File: src/rtl/stereo_pix_split.sv
module stereo_pix_split #(
  parameter int PW = 24
) (
  input  logic          clk,
  input  logic          rst_n,
  input  logic          mode_req,
  input  logic          in_hs,
  input  logic          in_vs,
  input  logic          in_de,
  input  logic [PW-1:0] in_pix,
  output logic          out_valid,
  output logic          out_hs,
  output logic          out_vs,
  output logic          out_de,
  output logic [2*PW-1:0] out_pix,
  output logic          stereo_active,
  output logic          pair_err
);

  localparam int OW = 2 * PW;

  logic          mode_act;
  logic          vs_q, de_q;
  logic          ph;
  logic [PW-1:0] hold;

  logic          de_rise, vs_rise;
  logic          beat, dsel, flush, take;
  logic [OW-1:0] data;

  assign de_rise = in_de & ~de_q;
  assign vs_rise = in_vs & ~vs_q;
  assign take    = mode_act & in_de & (de_rise | ~ph);

  always_comb begin
    beat  = 1'b0;
    dsel  = 1'b0;
    flush = 1'b0;
    data  = '0;
    if (!mode_act) begin
      beat = 1'b1;
      dsel = in_de;
      data = in_de ? {in_pix, in_pix} : '0;
    end else if (in_de) begin
      if (!de_rise && ph) begin
        beat = 1'b1;
        dsel = 1'b1;
        data = {in_pix, hold};
      end
    end else if (ph) begin
      beat  = 1'b1;
      dsel  = de_q;
      flush = de_q;
      data  = de_q ? {{PW{1'b0}}, hold} : '0;
    end
  end

  always_ff @(posedge clk) begin
    if (!rst_n) begin
      mode_act <= 1'b0;
      vs_q     <= 1'b0;
      de_q     <= 1'b0;
      ph       <= 1'b0;
      hold     <= '0;
    end else begin
      vs_q <= in_vs;
      de_q <= in_de;
      if (vs_rise) mode_act <= mode_req;
      if (take) hold <= in_pix;
      if (vs_rise || !mode_act) ph <= 1'b0;
      else if (de_rise)         ph <= 1'b1;
      else                      ph <= ~ph;
    end
  end

  always_ff @(posedge clk) begin
    if (!rst_n) begin
      out_valid     <= 1'b0;
      out_hs        <= 1'b0;
      out_vs        <= 1'b0;
      out_de        <= 1'b0;
      out_pix       <= '0;
      stereo_active <= 1'b0;
      pair_err      <= 1'b0;
    end else begin
      out_valid     <= beat;
      out_de        <= beat & dsel;
      stereo_active <= mode_act;
      if (flush) pair_err <= 1'b1;
      if (beat) begin
        out_hs  <= in_hs;
        out_vs  <= in_vs;
        out_pix <= data;
      end
    end
  end

  p_half_rate_r3: assert property (@(posedge clk) disable iff (!rst_n)
    (out_valid && stereo_active) |=> !(out_valid && stereo_active));

  p_mono_dup_r4: assert property (@(posedge clk) disable iff (!rst_n)
    (out_valid && !stereo_active) |-> (out_pix[OW-1:PW] == out_pix[PW-1:0]));

  p_first_left_r5: assert property (@(posedge clk) disable iff (!rst_n)
    (mode_act && in_de && !de_q) |=> !out_valid);

  p_err_sticky_r6: assert property (@(posedge clk) disable iff (!rst_n)
    $past(pair_err) |-> pair_err);

  p_mode_at_vs_r8: assert property (@(posedge clk) disable iff (!rst_n)
    !$stable(mode_act) |-> $past(in_vs && !vs_q));

  p_de_on_beat_r9: assert property (@(posedge clk) disable iff (!rst_n)
    (stereo_active && in_de && !de_q && !$past(out_valid)) |=> !out_de);

endmodule

File: config.mk
export PLATFORM = sky130hd
export DESIGN_NAME = stereo_pix_split
export DESIGN_NICKNAME = d
export VERILOG_FILES = /design/src/rtl/stereo_pix_split.sv
export SDC_FILE = /design/constraint.sdc
export NUM_CORES = 1
export LEC_CHECK = 0
export BUFFER_PORTS_ARGS = -buffer_cell sky130_fd_sc_hd__buf_2
export CORE_UTILIZATION = 48
export DETAILED_ROUTE_END_ITERATION = 10
export PLACE_DENSITY = 0.8
export RECOVER_POWER = 50
export SYNTH_ARGS = -nofsm -noshare
export SYNTH_HDL_FRONTEND = slang
export SYNTH_SLANG_ARGS = --single-unit
File: constraint.sdc
create_clock -name clk -period 1.22 [get_ports clk]
set_input_delay 0.183 -clock clk [delete_from_list [all_inputs] [get_ports clk]]
set_output_delay 0.183 -clock clk [all_outputs]
set_load 0.01 [all_outputs]
# Word level (Yosys, flattened, before mapping)
# Cells that the tools add are included.
# totals
reg_bits	82
in_bits	30
wordCells	43
# op_classes
mux	16
n_bitwise	10
reduce_logical	5
# op_table
cell	count
2-to-1 mux 48 bit	4
2-to-1 mux 24 bit	2
2-to-1 mux 1 bit	10
AND 1 bit	5
inverter 1 bit	4
logical NOT 1 bit	2
OR reduction 2 bit	1
logical AND 1 bit	1
logical OR 1 bit	1
OR 1 bit	1

# Depth between registers and ports, before layout
# depth
depth_word	8
ltp_mapped	6

# Worst setup path before layout
# Ideal clock, no wire load.
# synth_path
path_type	register to register
from	register ph
to	register out_pix[35]
setup_time_ps	115
t_arrival_ps	1180
path_slack_ps	-75
stages_incl_launch_ff	7
cell_sequence	dfxtp_1 > buf_6 > a21bo_1 > buf_6 > buf_6 > and3_1 > o21a_1
# synth_between
elab_chain_cells	4
word_cells_on_any_way	8
classes_between	7 x mux; 1 x reduce/logical
# synth_lines
item	line	rtl
start, declared	24	logic ph;
start signal, assigned	72	else ph <= ~ph;
logical AND 1 bit	45	if (!de_rise && ph) begin
2-to-1 mux 48 bit / 2-to-1 mux 1 bit (equally long branches)	45	
2-to-1 mux 48 bit / 2-to-1 mux 1 bit (equally long branches)	44	end else if (in_de) begin
2-to-1 mux 48 bit / 2-to-1 mux 1 bit (equally long branches)	40	if (!mode_act) begin
end signal, assigned	93	out_pix <= data;
end, declared	15	output logic [2*PW-1:0] out_pix,
# Several ways; a longest one is shown, not always the timed one.
# A chain may end at the register's enable or synchronous reset.

# Worst setup path after layout
# layout_path
from	register mode_act
to	register out_pix[42]
# layout_between
elab_chain_cells	1
word_cells_on_any_way	2
classes_between	2 x mux
# layout_lines
item	line	rtl
start, declared	22	logic mode_act;
start signal, assigned	68	if (vs_rise) mode_act <= mode_req;
2-to-1 mux 48 bit / 2-to-1 mux 1 bit (equally long branches)	40	
# Several ways; a longest one is shown, not always the timed one.

==> flow_metrics.tcl <==
set metrics [dict create \
    outcome "complete, but fails checks" \
    failing_checks "negative setup slack" \
    synth-edff-count 0 \
    synth-seq-area-share_pct 44.5 \
    cts-root-buf "sky130_fd_sc_hd__clkbuf_8" \
    dr_wl_met3_um 842 \
    yosysWarnings 0 \
    worstSetupStartpointType "flip-flop" \
    timing.critical_path.arrival_ns 1.52 \
    drt_drc_violations_left 0 \
    pin_count_of_the_biggest_net_entering_global_routing 34 \
    critical_path_required_ns 1.47 \
    totalNegativeSetupSlack_ns -0.621 \
    finalCriticalPeriod_ns 1.27 \
    p_leak_nw 1.99 \
    floorplan.initialDensity_pct 50.4 \
    grt_antenna_before_repair 0 \
    grtUsageTotal_pct 24.8 \
    cts.hold.buffers_added 0 \
    timing.fmax_ghz 0.790 \
    hp-class "in2reg" \
    synth_nets 453 \
    syn_to_final_growth_pct 31.3 \
    setup_ws_ns -0.0463 \
    powerDensity_nw_per_um2 1220 \
    maxSlewHeadroom_pct 52.4 \
    ctsHtreeMaxLevel 3 \
    max_cap_viol_count 0 \
    cts.sink_count 82 \
    synthesis.area_um2 3690 \
    dpl.hpwl_um 6580 \
    finalMaxSlewViolations 0 \
    floorplan.rows 31 \
    routed_wl_um 11100 \
    final-setup-viol-count 37 \
    timing.setup.critical_path_class "reg2reg" \
    most_common_cell_in_the_synthesized_netlist "sky130_fd_sc_hd__dfxtp_1" \
    detail_route.wl_per_cell_um 18.2 \
    coreArea_um2 7330 \
    synth_top_cell_by_area "sky130_fd_sc_hd__dfxtp_1" \
    postSynthAreaPerCell_um2 8.73 \
    diodes 0 \
    wl_met2_um 5220 \
    post_drt_via_cell_ratio 5.91 \
    via_count 3608 \
    final_layout_size_suffix_gt1_share_pct 39.3 \
    design.portCount 84 \
    synth_common_cells "sky130_fd_sc_hd__dfxtp_1 (82), sky130_fd_sc_hd__a21oi_1 (62), sky130_fd_sc_hd__nand2_1 (39), sky130_fd_sc_hd__and3_1 (25), sky130_fd_sc_hd__nand2b_1 (25)" \
    registers_with_the_most_flip_flops "out_pix (48), hold (24)" \
    clock_insertion_delay_worst_skew_ns 0.36 \
    die-width_um 89.7 \
    timing.final.hold_violations 0 \
    critical_path_peak_fanout 15 \
    dp_slack_ns -0.0934 \
    rsz0062_at_grt "yes" \
    top_register "out_pix" \
    met1_length_um 4670 \
    critical_path_capture_point_type "flip-flop" \
    drt_pre_antenna_iters 5 \
    drt.antenna.violating_nets 0 \
    asyncSetResetFlopFracSynth_pct 0 \
    vias_in_the_first_global_route 3207 \
    cts.path.max_buffers 2 \
    peakVddDrop_uv 616 \
    largest_register_ff_count 48 \
    worst_pin_slew_ns 0.713 \
    tritoncts_clock_tree "done" \
    residual_overflow_from_global_routing 0 \
    cts_inserted_buffers 9 \
    dominantRegCellSynth "sky130_fd_sc_hd__dfxtp_1" \
    grt_first_pass_wirelength_um 16100 \
    synthesized_instance_count 423 \
    yosys.area.top_type_share_pct 44.5 \
    number_of_port_buffers 83 \
    final_nets 537 \
    final.period_utilization_pct 104 \
    final.setup_skew_ns 0.00945 \
    post_synth_num_cell_types 28 \
    synth_top_cells_by_area "sky130_fd_sc_hd__dfxtp_1 (44%), sky130_fd_sc_hd__a21oi_1 (8.4%), sky130_fd_sc_hd__a211oi_2 (6.4%)" \
    die-height_um 89.7 \
    design.die.area_um2 8050 \
    highest-signal-layer "met4" \
    cts.clk_slew.worst_paths_ns 0.08 \
    synth.ff_latch_count 82 \
    globalplace.congestion 0.837 \
    drt_iter0_drc 301 \
]
==> kinds of logic after synthesis <==
family	synth area share (%)
AOI/OAI and AO/OA	29.9
and+or+nand+nor	17.4
DFF	44.5
buffers and inverters	7.39
muxes	0.813
==> timing repair <==
action / 4_1_cts / 5_1_grt
buffers inserted: 1 / 2
resized for setup: 14 / 47
setup endpoints to repair: 60 / 68
pin swaps: 1 / 14
cloned: 1 / 5
==> worst paths after layout <==
check,start,endpoint,slack [ns],cells past startpoint
setup / recovery,mode_act$_SDFFE_PN0P_,out_pix[42]$_SDFFE_PN0P_,-0.05,4
hold / removal,in_vs,vs_q$_SDFF_PN0_,0.03,3
setup reg to reg,mode_act$_SDFFE_PN0P_,out_pix[42]$_SDFFE_PN0P_,-0.05,4
hold reg to reg,out_vs$_SDFFE_PN0P_,out_vs$_SDFFE_PN0P_,0.46,2
==> critical path, stage by stage, from the launching register on <==
cell                      delay (ns)
sky130_fd_sc_hd__dfxtp_4        0.38
sky130_fd_sc_hd__a21bo_4        0.26
sky130_fd_sc_hd__buf_12         0.15
sky130_fd_sc_hd__and3_4         0.18
sky130_fd_sc_hd__o21a_1         0.18
==> cell usage in the layout, fill, tap and decap left out, types with 3 or more instances in the layout <==
master,instances
sky130_fd_sc_hd__a21oi_1,62
sky130_fd_sc_hd__o21ai_1,8
sky130_fd_sc_hd__buf_4,20
sky130_fd_sc_hd__clkbuf_8,11
sky130_fd_sc_hd__a22oi_1,24
sky130_fd_sc_hd__a211oi_2,24
sky130_fd_sc_hd__nand4_1,11
sky130_fd_sc_hd__mux2i_1,3
sky130_fd_sc_hd__nand2_1,39
sky130_fd_sc_hd__dfxtp_1,79
sky130_fd_sc_hd__dfxtp_4,3
sky130_fd_sc_hd__clkbuf_16,3
sky130_fd_sc_hd__o21ai_2,8
sky130_fd_sc_hd__o21ai_0,8
sky130_fd_sc_hd__buf_12,6
sky130_fd_sc_hd__and3_4,25
sky130_fd_sc_hd__clkbuf_1,4
sky130_fd_sc_hd__nand3_1,13
sky130_fd_sc_hd__o21a_1,24
sky130_fd_sc_hd__nor2_1,6
sky130_fd_sc_hd__buf_6,8
sky130_fd_sc_hd__buf_2,83
sky130_fd_sc_hd__nand2b_1,24
==> cell type report <==
| class | count | area, um2 |
|---|---|---|
| fillers | 567 | 2480 |
| multi-input cells | 289 | 1990 |
| flip-flops and latches | 82 | 1650 |
| repair buffers | 122 | 870 |
| clock buffers | 14 | 163 |
| well taps | 99 | 124 |
| clock inverters | 2 | 35.0 |
| inverters | 3 | 11.3 |
==> power breakdown <==
| group | switching (W) | internal (W) |
|---|---|---|
| Sequential | 0.0000677 | 0.00280 |
| Clock | 0.000954 | 0.00106 |
| Combinational | 0.000563 | 0.000474 |
| Total | 0.00159 | 0.00434 |
==> metal layers <==
layer  vias up  global-route usage [%]
li1       1686                       -
met1      1698                    33.5
met2       185                    38.5
met3        39                    6.18
met4         0                    8.88
met5         -                       0
==> metrics by stage <==
stage / cells / utilization [%] / hold slack, ns / area [um2] / power [W]
after global routing: 611 / 66.1 / 0.0282 / 4850 / 0.00616
after floorplan: 423 / - / 0.294 / 3790 / 0.00349
after global placement: 586 / 59.3 / 0.401 / 4350 / 0.00380
after CTS: 604 / 62.9 / 0.0350 / 4610 / 0.00581
after detailed placement: 586 / 59.3 / 0.404 / 4350 / 0.00383
final: 611 / 66.1 / 0.0346 / 4850 / 0.00592
Note: power is estimated with default switching activity, not from simulation.
